<file path="src/rtl/pwm_cmp_pkg.sv">
// Package: shared types and control word field positions for the
// double-buffered PWM compare unit.
// Assumes: control word is at least 10 bits wide.
package pwm_cmp_pkg;

    // Load event select per channel; encoding is visible to software.
    typedef enum logic [1:0] {
        LD_ON_ZERO   = 2'd0,
        LD_ON_PRD    = 2'd1,
        LD_ON_EITHER = 2'd2,
        LD_FROZEN    = 2'd3
    } load_sel_e;

    localparam int SEL_A_LSB  = 0;
    localparam int SEL_B_LSB  = 2;
    localparam int MODE_A_BIT = 4;
    localparam int MODE_B_BIT = 6;
    localparam int FULL_A_BIT = 8;
    localparam int FULL_B_BIT = 9;
    localparam int NUM_CH     = 2;

endpackage

</file>
<file path="src/rtl/pwm_cmp_ctl.sv">
// Module: pwm_cmp_ctl
// Holds the writable control fields (mode bits and load selects) and
// assembles the readback word together with the pending flags.
// Assumes: REG_W >= 10; pending flags come from the channel logic.
module pwm_cmp_ctl
    import pwm_cmp_pkg::*;
#(
    parameter int REG_W = 16
) (
    input  logic             clk,
    input  logic             rst_n,
    input  logic             cfg_wr,
    input  logic [REG_W-1:0] cfg_wdata,
    input  logic             full_a,
    input  logic             full_b,
    output logic             imm_a,
    output logic             imm_b,
    output load_sel_e        sel_a,
    output load_sel_e        sel_b,
    output logic [REG_W-1:0] ctl_rdata
);

    // Capture mode and load select fields on a control write.
    always_ff @(posedge clk) begin
        if (!rst_n) begin
            imm_a <= 1'b0;
            imm_b <= 1'b0;
            sel_a <= LD_ON_ZERO;
            sel_b <= LD_ON_ZERO;
        end else if (cfg_wr) begin
            imm_a <= cfg_wdata[MODE_A_BIT];
            imm_b <= cfg_wdata[MODE_B_BIT];
            sel_a <= load_sel_e'(cfg_wdata[SEL_A_LSB +: 2]);
            sel_b <= load_sel_e'(cfg_wdata[SEL_B_LSB +: 2]);
        end
    end

    // Build readback word; unlisted bits read zero.
    always_comb begin
        ctl_rdata                     = '0;
        ctl_rdata[SEL_A_LSB +: 2]     = sel_a;
        ctl_rdata[SEL_B_LSB +: 2]     = sel_b;
        ctl_rdata[MODE_A_BIT]         = imm_a;
        ctl_rdata[MODE_B_BIT]         = imm_b;
        ctl_rdata[FULL_A_BIT]         = full_a;
        ctl_rdata[FULL_B_BIT]         = full_b;
    end


    cfg_capture_chk: assert property (@(posedge clk) disable iff (!rst_n)
        cfg_wr |=> (imm_a == $past(cfg_wdata[MODE_A_BIT]))
                && (sel_b == load_sel_e'($past(cfg_wdata[SEL_B_LSB +: 2]))));


    cfg_hold_chk: assert property (@(posedge clk) disable iff (!rst_n)
        !cfg_wr |=> $stable(imm_a) && $stable(imm_b) && $stable(sel_a) && $stable(sel_b));

endmodule

</file>
<file path="src/rtl/pwm_cmp_load_sel.sv">
// Module: pwm_cmp_load_sel
// Turns the counter event pulses into one channel's load strobe
// according to its load select; no strobe in immediate mode.
// Assumes: zero_hit and prd_hit are single-cycle synchronous pulses.
module pwm_cmp_load_sel
    import pwm_cmp_pkg::*;
(
    input  logic      clk,
    input  logic      rst_n,
    input  logic      imm,
    input  load_sel_e sel,
    input  logic      zero_hit,
    input  logic      prd_hit,
    output logic      strobe
);

    // Decode the selected event into a load strobe.
    always_comb begin
        strobe = 1'b0;
        if (!imm) begin
            unique case (sel)
                LD_ON_ZERO:   strobe = zero_hit;
                LD_ON_PRD:    strobe = prd_hit;
                LD_ON_EITHER: strobe = zero_hit | prd_hit;
                LD_FROZEN:    strobe = 1'b0;
                default:      strobe = 1'b0;
            endcase
        end
    end


    imm_no_strobe_chk: assert property (@(posedge clk) disable iff (!rst_n)
        imm |-> !strobe);


    frozen_no_strobe_chk: assert property (@(posedge clk) disable iff (!rst_n)
        (sel == LD_FROZEN) |-> !strobe);


    strobe_needs_event_chk: assert property (@(posedge clk) disable iff (!rst_n)
        strobe |-> (zero_hit || prd_hit));

endmodule

</file>
<file path="src/rtl/pwm_cmp_channel.sv">
// Module: pwm_cmp_channel
// One compare channel: shadow and active copies, pending flag and an
// optional fine-resolution extension that follows the same loads.
// Assumes: strobe is already gated off in immediate mode.
module pwm_cmp_channel #(
    parameter int CMP_W  = 16,
    parameter int HR_W   = 8,
    parameter bit HAS_HR = 1'b1
) (
    input  logic             clk,
    input  logic             rst_n,
    input  logic             imm,
    input  logic             strobe,
    input  logic             wr,
    input  logic [CMP_W-1:0] wdata,
    input  logic             hr_wr,
    input  logic [HR_W-1:0]  hr_wdata,
    output logic [CMP_W-1:0] active,
    output logic [HR_W-1:0]  hr_active,
    output logic [CMP_W-1:0] rdata,
    output logic             full
);

    logic [CMP_W-1:0] shadow;
    logic [HR_W-1:0]  hr_shadow;

    // Main value: direct write in immediate mode, else shadow plus load.
    always_ff @(posedge clk) begin
        if (!rst_n) begin
            shadow <= '0;
            active <= '0;
            full   <= 1'b0;
        end else if (imm) begin
            if (wr) active <= wdata;
        end else begin
            if (strobe) begin
                active <= shadow;
                full   <= 1'b0;
            end
            if (wr) begin
                shadow <= wdata;
                full   <= 1'b1;
            end
        end
    end

    generate
        if (HAS_HR) begin : g_hr
            // Extension follows the main loads but never touches the flag.
            always_ff @(posedge clk) begin
                if (!rst_n) begin
                    hr_shadow <= '0;
                    hr_active <= '0;
                end else if (imm) begin
                    if (hr_wr) hr_active <= hr_wdata;
                end else begin
                    if (strobe) hr_active <= hr_shadow;
                    if (hr_wr)  hr_shadow <= hr_wdata;
                end
            end
        end else begin : g_no_hr
            logic unused_hr_in;
            assign unused_hr_in = ^{hr_wr, hr_wdata};
            assign hr_shadow    = '0;
            assign hr_active    = '0;
        end
    endgenerate

    // Read port returns what a write would have reached.
    assign rdata = imm ? active : shadow;


    shadow_write_sets_full_chk: assert property (@(posedge clk) disable iff (!rst_n)
        (!imm && wr) |=> full);


    strobe_clears_full_chk: assert property (@(posedge clk) disable iff (!rst_n)
        (!imm && strobe && !wr) |=> !full);


    strobe_moves_shadow_chk: assert property (@(posedge clk) disable iff (!rst_n)
        (!imm && strobe) |=> (active == $past(shadow)));


    imm_write_direct_chk: assert property (@(posedge clk) disable iff (!rst_n)
        (imm && wr) |=> (active == $past(wdata)));


    active_hold_chk: assert property (@(posedge clk) disable iff (!rst_n)
        (!wr && !strobe) |=> $stable(active));


    hr_no_flag_chk: assert property (@(posedge clk) disable iff (!rst_n)
        (hr_wr && !wr && !strobe) |=> $stable(full));

endmodule

</file>
<file path="src/rtl/pwm_cmp_shadow_unit.sv">
// Module: pwm_cmp_shadow_unit (top)
// Two compare channels with per-channel shadow/immediate mode and load
// event select, a control word, and an extension on channel A only.
// Assumes: ctr_zero/ctr_prd are single-cycle pulses on clk.
module pwm_cmp_shadow_unit
    import pwm_cmp_pkg::*;
#(
    parameter int CMP_W = 16,
    parameter int HR_W  = 8,
    parameter int REG_W = 16
) (
    input  logic             clk,
    input  logic             rst_n,
    input  logic             cfg_wr,
    input  logic [REG_W-1:0] cfg_wdata,
    output logic [REG_W-1:0] ctl_rdata,
    input  logic             cmpa_wr,
    input  logic [CMP_W-1:0] cmpa_wdata,
    input  logic             cmpa_hr_wr,
    input  logic [HR_W-1:0]  cmpa_hr_wdata,
    input  logic             cmpb_wr,
    input  logic [CMP_W-1:0] cmpb_wdata,
    input  logic             ctr_zero,
    input  logic             ctr_prd,
    output logic [CMP_W-1:0] cmpa_active,
    output logic [HR_W-1:0]  cmpa_hr_active,
    output logic [CMP_W-1:0] cmpb_active,
    output logic [CMP_W-1:0] cmpa_rdata,
    output logic [CMP_W-1:0] cmpb_rdata
);

    logic             ch_imm    [NUM_CH];
    load_sel_e        ch_sel    [NUM_CH];
    logic             ch_strobe [NUM_CH];
    logic             ch_wr     [NUM_CH];
    logic [CMP_W-1:0] ch_wdata  [NUM_CH];
    logic             ch_hr_wr  [NUM_CH];
    logic [HR_W-1:0]  ch_hr_wd  [NUM_CH];
    logic [CMP_W-1:0] ch_active [NUM_CH];
    logic [HR_W-1:0]  ch_hr_act [NUM_CH];
    logic [CMP_W-1:0] ch_rdata  [NUM_CH];
    logic             ch_full   [NUM_CH];
    logic             unused_hr_b;

    // Route per-channel write inputs; B has no extension.
    assign ch_wr[0]    = cmpa_wr;
    assign ch_wdata[0] = cmpa_wdata;
    assign ch_hr_wr[0] = cmpa_hr_wr;
    assign ch_hr_wd[0] = cmpa_hr_wdata;
    assign ch_wr[1]    = cmpb_wr;
    assign ch_wdata[1] = cmpb_wdata;
    assign ch_hr_wr[1] = 1'b0;
    assign ch_hr_wd[1] = '0;

    pwm_cmp_ctl #(.REG_W(REG_W)) u_ctl (
        .clk       (clk),
        .rst_n     (rst_n),
        .cfg_wr    (cfg_wr),
        .cfg_wdata (cfg_wdata),
        .full_a    (ch_full[0]),
        .full_b    (ch_full[1]),
        .imm_a     (ch_imm[0]),
        .imm_b     (ch_imm[1]),
        .sel_a     (ch_sel[0]),
        .sel_b     (ch_sel[1]),
        .ctl_rdata (ctl_rdata)
    );

    generate
        for (genvar c = 0; c < NUM_CH; c++) begin : g_ch
            pwm_cmp_load_sel u_lsel (
                .clk      (clk),
                .rst_n    (rst_n),
                .imm      (ch_imm[c]),
                .sel      (ch_sel[c]),
                .zero_hit (ctr_zero),
                .prd_hit  (ctr_prd),
                .strobe   (ch_strobe[c])
            );

            pwm_cmp_channel #(
                .CMP_W  (CMP_W),
                .HR_W   (HR_W),
                .HAS_HR (c == 0)
            ) u_chan (
                .clk       (clk),
                .rst_n     (rst_n),
                .imm       (ch_imm[c]),
                .strobe    (ch_strobe[c]),
                .wr        (ch_wr[c]),
                .wdata     (ch_wdata[c]),
                .hr_wr     (ch_hr_wr[c]),
                .hr_wdata  (ch_hr_wd[c]),
                .active    (ch_active[c]),
                .hr_active (ch_hr_act[c]),
                .rdata     (ch_rdata[c]),
                .full      (ch_full[c])
            );
        end
    endgenerate

    assign cmpa_active    = ch_active[0];
    assign cmpa_hr_active = ch_hr_act[0];
    assign cmpb_active    = ch_active[1];
    assign cmpa_rdata     = ch_rdata[0];
    assign cmpb_rdata     = ch_rdata[1];
    assign unused_hr_b    = ^ch_hr_act[1];


    b_isolated_chk: assert property (@(posedge clk) disable iff (!rst_n)
        (!cmpb_wr && !ch_strobe[1]) |=> $stable(cmpb_active));


    reset_clear_chk: assert property (@(posedge clk)
        !rst_n |=> (ctl_rdata == '0) && (cmpa_active == '0) && (cmpb_active == '0));

endmodule

</file>
<file path="config.mk">
export PLATFORM = sky130hd
export DESIGN_NAME = pwm_cmp_shadow_unit
export DESIGN_NICKNAME = d
export VERILOG_FILES = /design/src/rtl/pwm_cmp_pkg.sv /design/src/rtl/pwm_cmp_ctl.sv /design/src/rtl/pwm_cmp_load_sel.sv /design/src/rtl/pwm_cmp_channel.sv /design/src/rtl/pwm_cmp_shadow_unit.sv
export SDC_FILE = /design/constraint.sdc
export NUM_CORES = 1
export LEC_CHECK = 0
export BUFFER_PORTS_ARGS = -buffer_cell sky130_fd_sc_hd__clkbuf_2
export CORE_UTILIZATION = 50
export DETAILED_ROUTE_END_ITERATION = 8
export GPL_ROUTABILITY_DRIVEN = 0
export GPL_TIMING_DRIVEN = 0
export HOLD_SLACK_MARGIN = 0.02
export PLACE_DENSITY = 0.8
export SKIP_LAST_GASP = 1
export SLEW_MARGIN = 5
export SYNTH_ARGS = -nofsm -noshare
export SYNTH_HDL_FRONTEND = slang
export SYNTH_SLANG_ARGS = --single-unit
</file>
<file path="constraint.sdc">
create_clock -name clk -period 2 [get_ports clk]
set_input_delay 0.2 -clock clk [delete_from_list [all_inputs] [get_ports clk]]
set_output_delay 0.2 -clock clk [all_outputs]
set_load 0.05 [all_outputs]
</file>
==> impl_metrics.toml, run 1 <==
[sta]
fin_crit_sh = 0.982
report.final.slew_viol_count = 0
skew_ns = 0.00957
fmax_mhz = 509
relSlewSlack = 0.556
rsz0062_at_grt = "true"
tns_ns = 0
period_minus_slack_ns = 1.96
hold_violations = 0
setup_viol = 0
worstMarginPinSlew_ns = 0.661
fin_ws_ns = 0.0367

[detailed_routing]
drtAntennaViolNets = 0
vias = 3959
drc = 0
first_pass_iters = 4
drtIter0Drc = 134
wl_um = 11000
wl_per_cell_um = 14.9
viasPerCell = 5.34

[clock_network]
clock-sinks = 88
numCtsBuffers = 9
cts_tree = "done"
clock_path_buffers = 2
cts_root_buffer = "clkbuf_8"
insertion_delay_ns = 0.36
clk_pin_slew_ns = 0.09
cts_hold_buf = 0
cts_max_level = 3

[floorplan]
ios = 152
die_x_um = 93.7
die_h_um = 93.7
dieArea_um2 = 8770
std_cell_rows = 33
core_area_um2 = 8180
initial_core_util = 0.514

[global_route]
antenna_found_initial = 0
grtUsageTotal = 0.256
grt_first_pass_wirelength_um = 17300
grt_start_max_net_pins = 15
first_global_vias = 3691
overflow = 0

[worst_setup_path]
arrival_ns = 1.76
reg2reg_depth = 4
worstSetupPathType = "reg2out"
crit_start = "u_ctl.imm_b"
crit_path_max_incr_delay_ns = 0.39
cp_slowest_cell = "dfxtp_1"
crit_chain = "buf_4, buf_4, mux2_2, clkbuf_2"
cp-end-kind = "output pin"
r2r-start = "u_ctl.sel_a[1]"
critPathRequiredTime_ns = 1.80
start_kind = "register"
path_max_fanout = 10
timing.critical_path.mode_cell = "buf_4"

[power_and_ir_drop]
p_leak_uw = 0.00234
ir_drop_mv = 0.454
power.density_nw_per_um2 = 886

[cells_and_area]
design_area_um2 = 5250
syn2layout_area_growth_pct = 25.0
nNetsFinal = 695
instances_no_fill = 741
n_antenna_cell = 0
fin_util = 0.642
drive_gt1_frac = 0.351

[synth]
synthArstFlopShare = 0
yosysSeqAreaShare = 0.419
synth_edf_count = 0
yosys_warnings = 0
synth-seq-cells = 88
synth_cells = 482
synth_cell_types = 34
synth_ff_type = "dfxtp_1"
avgSynthCellArea_um2 = 8.72
synth_area_um2 = 4200

[worst_hold_path]
min_path_type = "in2reg"
hp-start = "cmpa_wdata[5]"
holdPathStages = 3

[placed_design]
placed_area_um2 = 5010
portBuffers = 131
place_hpwl_um = 7990
place_ws_ns = 0.0892
dp.cells = 725

[run]
cap_viol_max_count = 0

[status]
status = "finished clean"
registers in the layout, indices dropped and copies added (netlist names):
register / flops
g_ch.u_chan.full: 2
g_ch.u_chan.hr_active: 8
u_ctl.imm_b: 1
u_ctl.imm_a: 1
g_ch.u_chan.active: 32
g_ch.u_chan.shadow: 32
u_ctl.sel_b: 2
u_ctl.sel_a: 2
g_ch.u_chan.hr_shadow: 8
worst max-delay path: cells and delay by family (launching register included):
kind / cells / cell delay, ns
buffers and inverters: 3 / 0.65
muxes: 1 / 0.36
DFF: 1 / 0.39
Yosys cell counts, drive strengths merged, types with 2 or more instances:
library cell | number | share of area
a211oi | 3 | 0.0077
nor2b | 17 | 0.025
a21boi | 32 | 0.057
mux2i | 14 | 0.033
and2 | 2 | 0.0030
nand2 | 67 | 0.060
inv | 41 | 0.037
dfxtp | 88 | 0.42
a221oi | 40 | 0.098
mux2 | 32 | 0.086
nor2 | 42 | 0.038
buf | 25 | 0.039
o21ai | 43 | 0.051
nand2b | 2 | 0.0036
a21oi | 3 | 0.0045
clkbuf | 22 | 0.020
kinds of logic (layout without fill, tap and decap cells):
family                 after synthesis  in the layout  synth area share
other                                1              8          0.000893
flip-flops                          88             88             0.419
multiplexers                        46             46             0.119
AO/OA/AOI/OAI                      125            125             0.227
AND/OR/NAND/NOR                    134            134             0.138
buffers and inverters               88            235            0.0956
cell type report:
cell class / instances / area, um^2
well taps: 105 / 131
inverters: 41 / 154
plain buffers: 47 / 267
fillers: 711 / 2920
multi-input cells: 313 / 2060
repair buffers: 131 / 666
flip-flops and latches: 88 / 1760
clock buffers: 12 / 155
clock inverters: 4 / 52.6
per-layer routing:
metal | GRT usage | wire [um] | up-vias
met2 | 0.442 | 5400 | 167
met4 | 0.106 | 180 | 0
met1 | 0.305 | 4600 | 1850
met5 | 0 | 0 | -
li1 | - | - | 1928
met3 | 0.0566 | 841 | 14
through the flow:
step | total power [uW] | hold WS, ns
2_1_floorplan | 3050 | 0.335
3_3_place_gp | 3360 | 0.440
3_5_place_dp | 3390 | 0.450
4_1_cts | 4670 | 0.0532
5_1_grt | 4840 | 0.0689
6_report | 4650 | 0.0628
cells in the final DEF, fill, tap and decap left out, drive strengths merged, types with 14 or more instances in the layout:
cell,count
inv,41
nor2,42
mux2i,14
a21boi,32
mux2,32
o21ai,43
buf,44
clkbuf,146
a221oi,40
dfxtp,88
nor2b,17
nand2,67
where the power goes:
part | switching (uW) | internal, uW
clock network | 640 | 649
registers | 108 | 1900
logic | 963 | 393
total | 1710 | 2940
path summary, 6_finish.rpt:
| kind | endpoint | slack (ns) |
|---|---|---|
| min | g_ch[0].u_chan.shadow[5] | 0.06 |
| max reg2reg | g_ch[0].u_chan.active[11] | 0.15 |
| min reg2reg | g_ch[0].u_chan.hr_active[0] | 0.47 |
| max | cmpb_rdata[3] | 0.04 |
timing repair:
| item | 4_1_cts | 5_1_grt |
|---|---|---|
| setup endpoints to repair | 30 | 24 |
| setup buffers | 0 | 0 |
| endpoints found under the hold margin | 0 | 0 |
| gates resized for setup | 12 | 20 |
(Power assumes the default switching activity.)
==> run 2: changes to the inputs <==
CORE_MARGIN = 2   (was default)
==> run 2 against run 1 <==
  * Via count about the same
  * Largest cell class unchanged
  * Clock skew down 0.0012 ns
  * Die area grew 4.3%
  * Routed wire length increased by 2.6%
  * Largest power group unchanged
==> impl_metrics.toml, run 2 (synthesis gave the netlist of run 1 again) <==
[clock_network]
cts_hold_buf = 0
cts_root_buffer = "clkbuf_8"
insertion_delay_ns = 0.35
postCtsSetupRepairBufs = 0
cts_tree = "done"
clock_path_buffers = 2
clock-sinks = 88
clk_pin_slew_ns = 0.09
cts_max_level = 3
numCtsBuffers = 9

[worst_setup_path]
cp_slowest_cell = "dfxtp_1"
timing.critical_path.mode_cell = "buf_4"
cp-end-kind = "output pin"
worstSetupPathType = "reg2out"
crit_chain = "buf_4, buf_4, mux2_2, buf_2"
cp_top_family = "buffers and inverters"
worstPathBufferInverterCount = 3
critPathRequiredTime_ns = 1.80
start_kind = "register"
arrival_ns = 1.71
path_max_fanout = 10
crit_path_max_incr_delay_ns = 0.38

[worst_hold_path]
min_path_type = "in2reg"

[sta]
setup_viol = 0
report.final.slew_viol_count = 0
fin_crit_sh = 0.957
tns_ns = 0
worstMarginPinSlew_ns = 0.645
fmax_mhz = 522
rsz0062_at_grt = "false"
skew_ns = 0.00835
period_minus_slack_ns = 1.91
hold_violations = 0
relSlewSlack = 0.567

[power_and_ir_drop]
intPower_uw = 3060
ir_drop_mv = 0.462
p_sw_uw = 1690
power_frac_comb = 0.287
p_total_uw = 4740
p_leak_uw = 0.00234
power.share.switching = 0.356
clockPowerShare = 0.289
power.density_nw_per_um2 = 900
seq_power_share = 0.423

[cells_and_area]
nNetsFinal = 695
fill_cells = 710
biggestRegsByFlops = "g_ch.u_chan.active x32, g_ch.u_chan.shadow x32"
drive_gt1_frac = 0.350
syn2layout_area_growth_pct = 25.4
final_cell_mix = "clkbuf_2 (112), dfxtp_1 (87), nand2_1 (67), nor2_1 (42), o21ai_0 (42)"
instances_no_fill = 740
final_common_cell = "clkbuf_2"
n_antenna_cell = 0

[floorplan]
ios = 152
die_h_um = 95.7
dieArea_um2 = 9150
core_area_um2 = 8180
die_x_um = 95.7
initial_core_util = 0.514
std_cell_rows = 33

[detailed_routing]
wl_um = 11300
viasPerCell = 5.35
wl_per_cell_um = 15.3
drtAntennaViolNets = 0
drtIter0Drc = 126
vias = 3958
first_pass_iters = 4
drc = 0

[global_route]
grt_start_max_net_pins = 14
antenna_found_initial = 0
overflow = 0
grt_first_pass_wirelength_um = 17800
grtUsageTotal = 0.251
first_global_vias = 3804

[run]
cap_viol_max_count = 0

[placed_design]
dp.cells = 725
place_hpwl_um = 8170
portBuffers = 131

[status]
status = "finished clean"
[run 2: cell count changes in the layout (fill, tap and decap cells not counted), sizes merged]
cell / before / now
buf: 44 / 41
bufinv: 1 / 2
clkbuf: 146 / 149
clkinv: 3 / 1
[run 2: worst reg2reg max path, delay by kind of cell, from the launching register on]
family          cells  cell delay [ns]
compound gates      2             0.67
simple gates        1             0.29
buf+inv             1             0.35
flops               1             0.41
[run 2: through the flow]
stage	setup slack, ns	util	hold WS (ns)	instance area (um^2)
after detailed placement	0.0795	0.613	0.446	5010
after CTS	0.00203	0.644	0.0665	5270
after global placement	0.121	0.613	0.441	5010
after global routing	0.000477	0.644	0.0787	5270
final	0.0853	0.644	0.0840	5270
after floorplan	0.209	-	0.335	4230
[run 2: final cells by class]
cell class              instances  area, um^2  area share
flip-flops and latches         88        1760       0.335
clock inverters                 3        65.1      0.0124
inverters                      41         154      0.0292
multi-input cells             313        2060       0.392
repair buffers                131         668       0.127
clock buffers                  12         155      0.0295
well taps                     105         131      0.0249
plain buffers                  47         267      0.0506
[run 2: layer usage]
metal / up-vias / part of all wire / global-route usage
li1: 1926 / - / -
met1: 1868 / 0.41 / 0.312
met2: 158 / 0.50 / 0.431
met3: 6 / 0.080 / 0.0617
met4: 0 / 0.0081 / 0.0738
met5: - / 0 / 0
[run 2: final timing paths]
| kind | to | slack (ns) | start | cells after the start |
|---|---|---|---|---|
| worst min register to register | g_ch[1].u_chan.active[10] | 0.48 | g_ch[1].u_chan.active[10] | 2 |
| worst max-delay path | cmpb_rdata[3] | 0.09 | u_ctl.imm_b | 4 |
| worst min-delay path | g_ch[0].u_chan.shadow[5] | 0.08 | cmpa_wdata[5] | 3 |
| worst max register to register | g_ch[0].u_chan.active[13] | 0.16 | u_ctl.sel_a[1] | 4 |
[run 2: power groups by stage]
stage               combinational (uW)  clock (uW)  sequential [uW]
floorplan                          719           0             2330
global placement                  1330           0             2030
detailed placement                1350           0             2040
CTS                               1370        1400             2000
global route                      1460        1450             2020
finish                            1360        1370             2010
[run 2: what timing repair did]
action,in CTS,in global routing
gates resized for setup,13,17
hold endpoints to repair,0,0
setup endpoints to repair,30,30
==> run 3: changes to the inputs <==
PLACE_DENSITY = 0.87   (was 0.8)
==> run 3 against run 2 <==
  * Via count fell by 0.33%
  * Critical path depth is the same
  * Design area shrank 0.93%
  * Cell count increased by 0.14%
  * Worst hold slack got worse by 0.0096 ns
  * Clock power is 16% lower
==> impl_metrics.toml, run 3 (synthesis gave the netlist of run 1 again) <==
[floorplan]
ios = 152
core_area_um2 = 8180
die_x_um = 95.7
initial_core_util = 0.514
die_h_um = 95.7
dieArea_um2 = 9150
std_cell_rows = 33

[power_and_ir_drop]
power.share.switching = 0.391
ir_drop_mv = 0.443
p_leak_uw = 0.00231
p_sw_uw = 1760
seq_power_share = 0.445
power_frac_comb = 0.301
power.density_nw_per_um2 = 865
clockPowerShare = 0.254
intPower_uw = 2750

[global_route]
overflow = 0
grt_first_pass_wirelength_um = 17500
grtUsageTotal = 0.247
antenna_found_initial = 0
grt_start_max_net_pins = 17
first_global_vias = 3662

[cells_and_area]
drive_gt1_frac = 0.352
fin_util = 0.638
n_antenna_cell = 0
syn2layout_area_growth_pct = 24.2
multiInputGateArea_um2 = 2060
final_common_cell = "clkbuf_2"
regArea_um2 = 1760
biggestRegsByFlops = "g_ch.u_chan.active x32, g_ch.u_chan.shadow x32"
design_area_um2 = 5220
final_cell_mix = "clkbuf_2 (122), dfxtp_1 (87), nand2_1 (67), nor2_1 (42), o21ai_0 (42)"
nNetsFinal = 695
instances_no_fill = 741
fill_cells = 690

[worst_setup_path]
arrival_ns = 1.74
r2r_end = "g_ch[0].u_chan.active[11]"
cp-end-kind = "output pin"
r2r-start = "u_ctl.sel_a[1]"
path_max_fanout = 10
reg2reg_depth = 4
start_kind = "register"
critPathRequiredTime_ns = 1.80
worstSetupPathType = "reg2out"
reg2reg_slack_ns = 0.13

[status]
status = "finished clean"

[placed_design]
dp.cells = 725
placed_area_um2 = 5010
place_hpwl_um = 8360
place_ws_ns = 0.0838
portBuffers = 131

[clock_network]
cts_max_level = 3
clock-sinks = 88
cts_root_buffer = "clkbuf_8"
numCtsBuffers = 9
clk_pin_slew_ns = 0.10
cts_tree = "done"
insertion_delay_ns = 0.36
clock_path_buffers = 2

[worst_hold_path]
min_path_type = "in2reg"
holdPathStages = 3
holdPathEnd = "g_ch[0].u_chan.shadow[1]"
hp-start = "cmpa_wdata[1]"

[detailed_routing]
wl_um = 11300
wl_per_cell_um = 15.2
viasPerCell = 5.32
first_pass_iters = 4
vias = 3945
drtAntennaViolNets = 0
drtIter0Drc = 126
drc = 0

[sta]
fin_ws_ns = 0.0590
setup_viol = 0
report.final.slew_viol_count = 0
fmax_mhz = 515
skew_ns = 0.0125
worstMarginPinSlew_ns = 0.633
relSlewSlack = 0.575
rsz0062_at_grt = "true"
hold_violations = 0
period_minus_slack_ns = 1.94
fin_crit_sh = 0.971

[run]
cap_viol_max_count = 0
[run 3: cell types whose count changed in the layout (fill, tap and decap cells not counted), moves of 2 or more]
cell / before / now
clkbuf_4: 5 / 1
inv_6: 0 / 2
buf_4: 18 / 16
bufinv_16: 2 / 0
clkbuf_8: 11 / 9
clkbuf_2: 112 / 122
clkinvlp_4: 0 / 4
buf_2: 20 / 15
[run 3: layout make-up]
class,instances,area share
clock buffers,9,0.0237
flip-flops and latches,88,0.338
plain buffers,47,0.0518
clock inverters,7,0.0108
well taps,105,0.0252
multi-input cells,313,0.396
inverters,41,0.0295
repair buffers,131,0.126
[run 3: layer usage]
| metal | up-vias | part of all wire | GRT usage |
|---|---|---|---|
| met5 | - | 0 | 0 |
| met4 | 0 | 0.0066 | 0.0869 |
| met3 | 6 | 0.080 | 0.0680 |
| met2 | 156 | 0.50 | 0.422 |
| met1 | 1859 | 0.42 | 0.296 |
| li1 | 1924 | - | - |
[run 3: power by group through the flow]
stage | Clock, uW | Combinational [uW] | Sequential, uW
2_1_floorplan | 0 | 719 | 2330
3_3_place_gp | 0 | 1320 | 2030
3_5_place_dp | 0 | 1350 | 2040
4_1_cts | 1170 | 1360 | 2000
5_1_grt | 1250 | 1450 | 2020
6_report | 1150 | 1360 | 2010
[run 3: worst max-delay path by stage]
| stage | startpoint | endpoint | slack (ns) |
|---|---|---|---|
| after floorplan | u_ctl.sel_a[1] | g_ch[0].u_chan.active[14] | 0.21 |
| after global placement | u_ctl.imm_b | cmpb_rdata[3] | 0.14 |
| after detailed placement | u_ctl.imm_b | cmpb_rdata[10] | 0.08 |
| after CTS | u_ctl.imm_b | cmpb_rdata[10] | 0.001 |
| after global routing | u_ctl.imm_b | cmpb_rdata[10] | -0.04 |
| final | u_ctl.imm_b | cmpb_rdata[3] | 0.06 |
[run 3: worst max-delay path, stage by stage (launching register included)]
cell      delay (ns)
dfxtp_1         0.38
buf_4           0.19
buf_4           0.22
mux2_2          0.36
clkbuf_2        0.24
[run 3: stage by stage]
step / TNS (ns) / power (uW) / hold WS, ns
after detailed placement: 0 / 3400 / 0.454
final: 0 / 4510 / 0.0744
after global routing: -0.242 / 4720 / 0.0682
after floorplan: 0 / 3050 / 0.335
after CTS: 0 / 4530 / 0.0574
after global placement: 0 / 3360 / 0.444
[run 3: timing repair]
| action | CTS | global route |
|---|---|---|
| setup buffers | 0 | 0 |
| cloned | 0 | 0 |
| hold buffers | 0 | 0 |
| endpoints found under the setup margin | 30 | 30 |
| resized for setup | 8 | 12 |
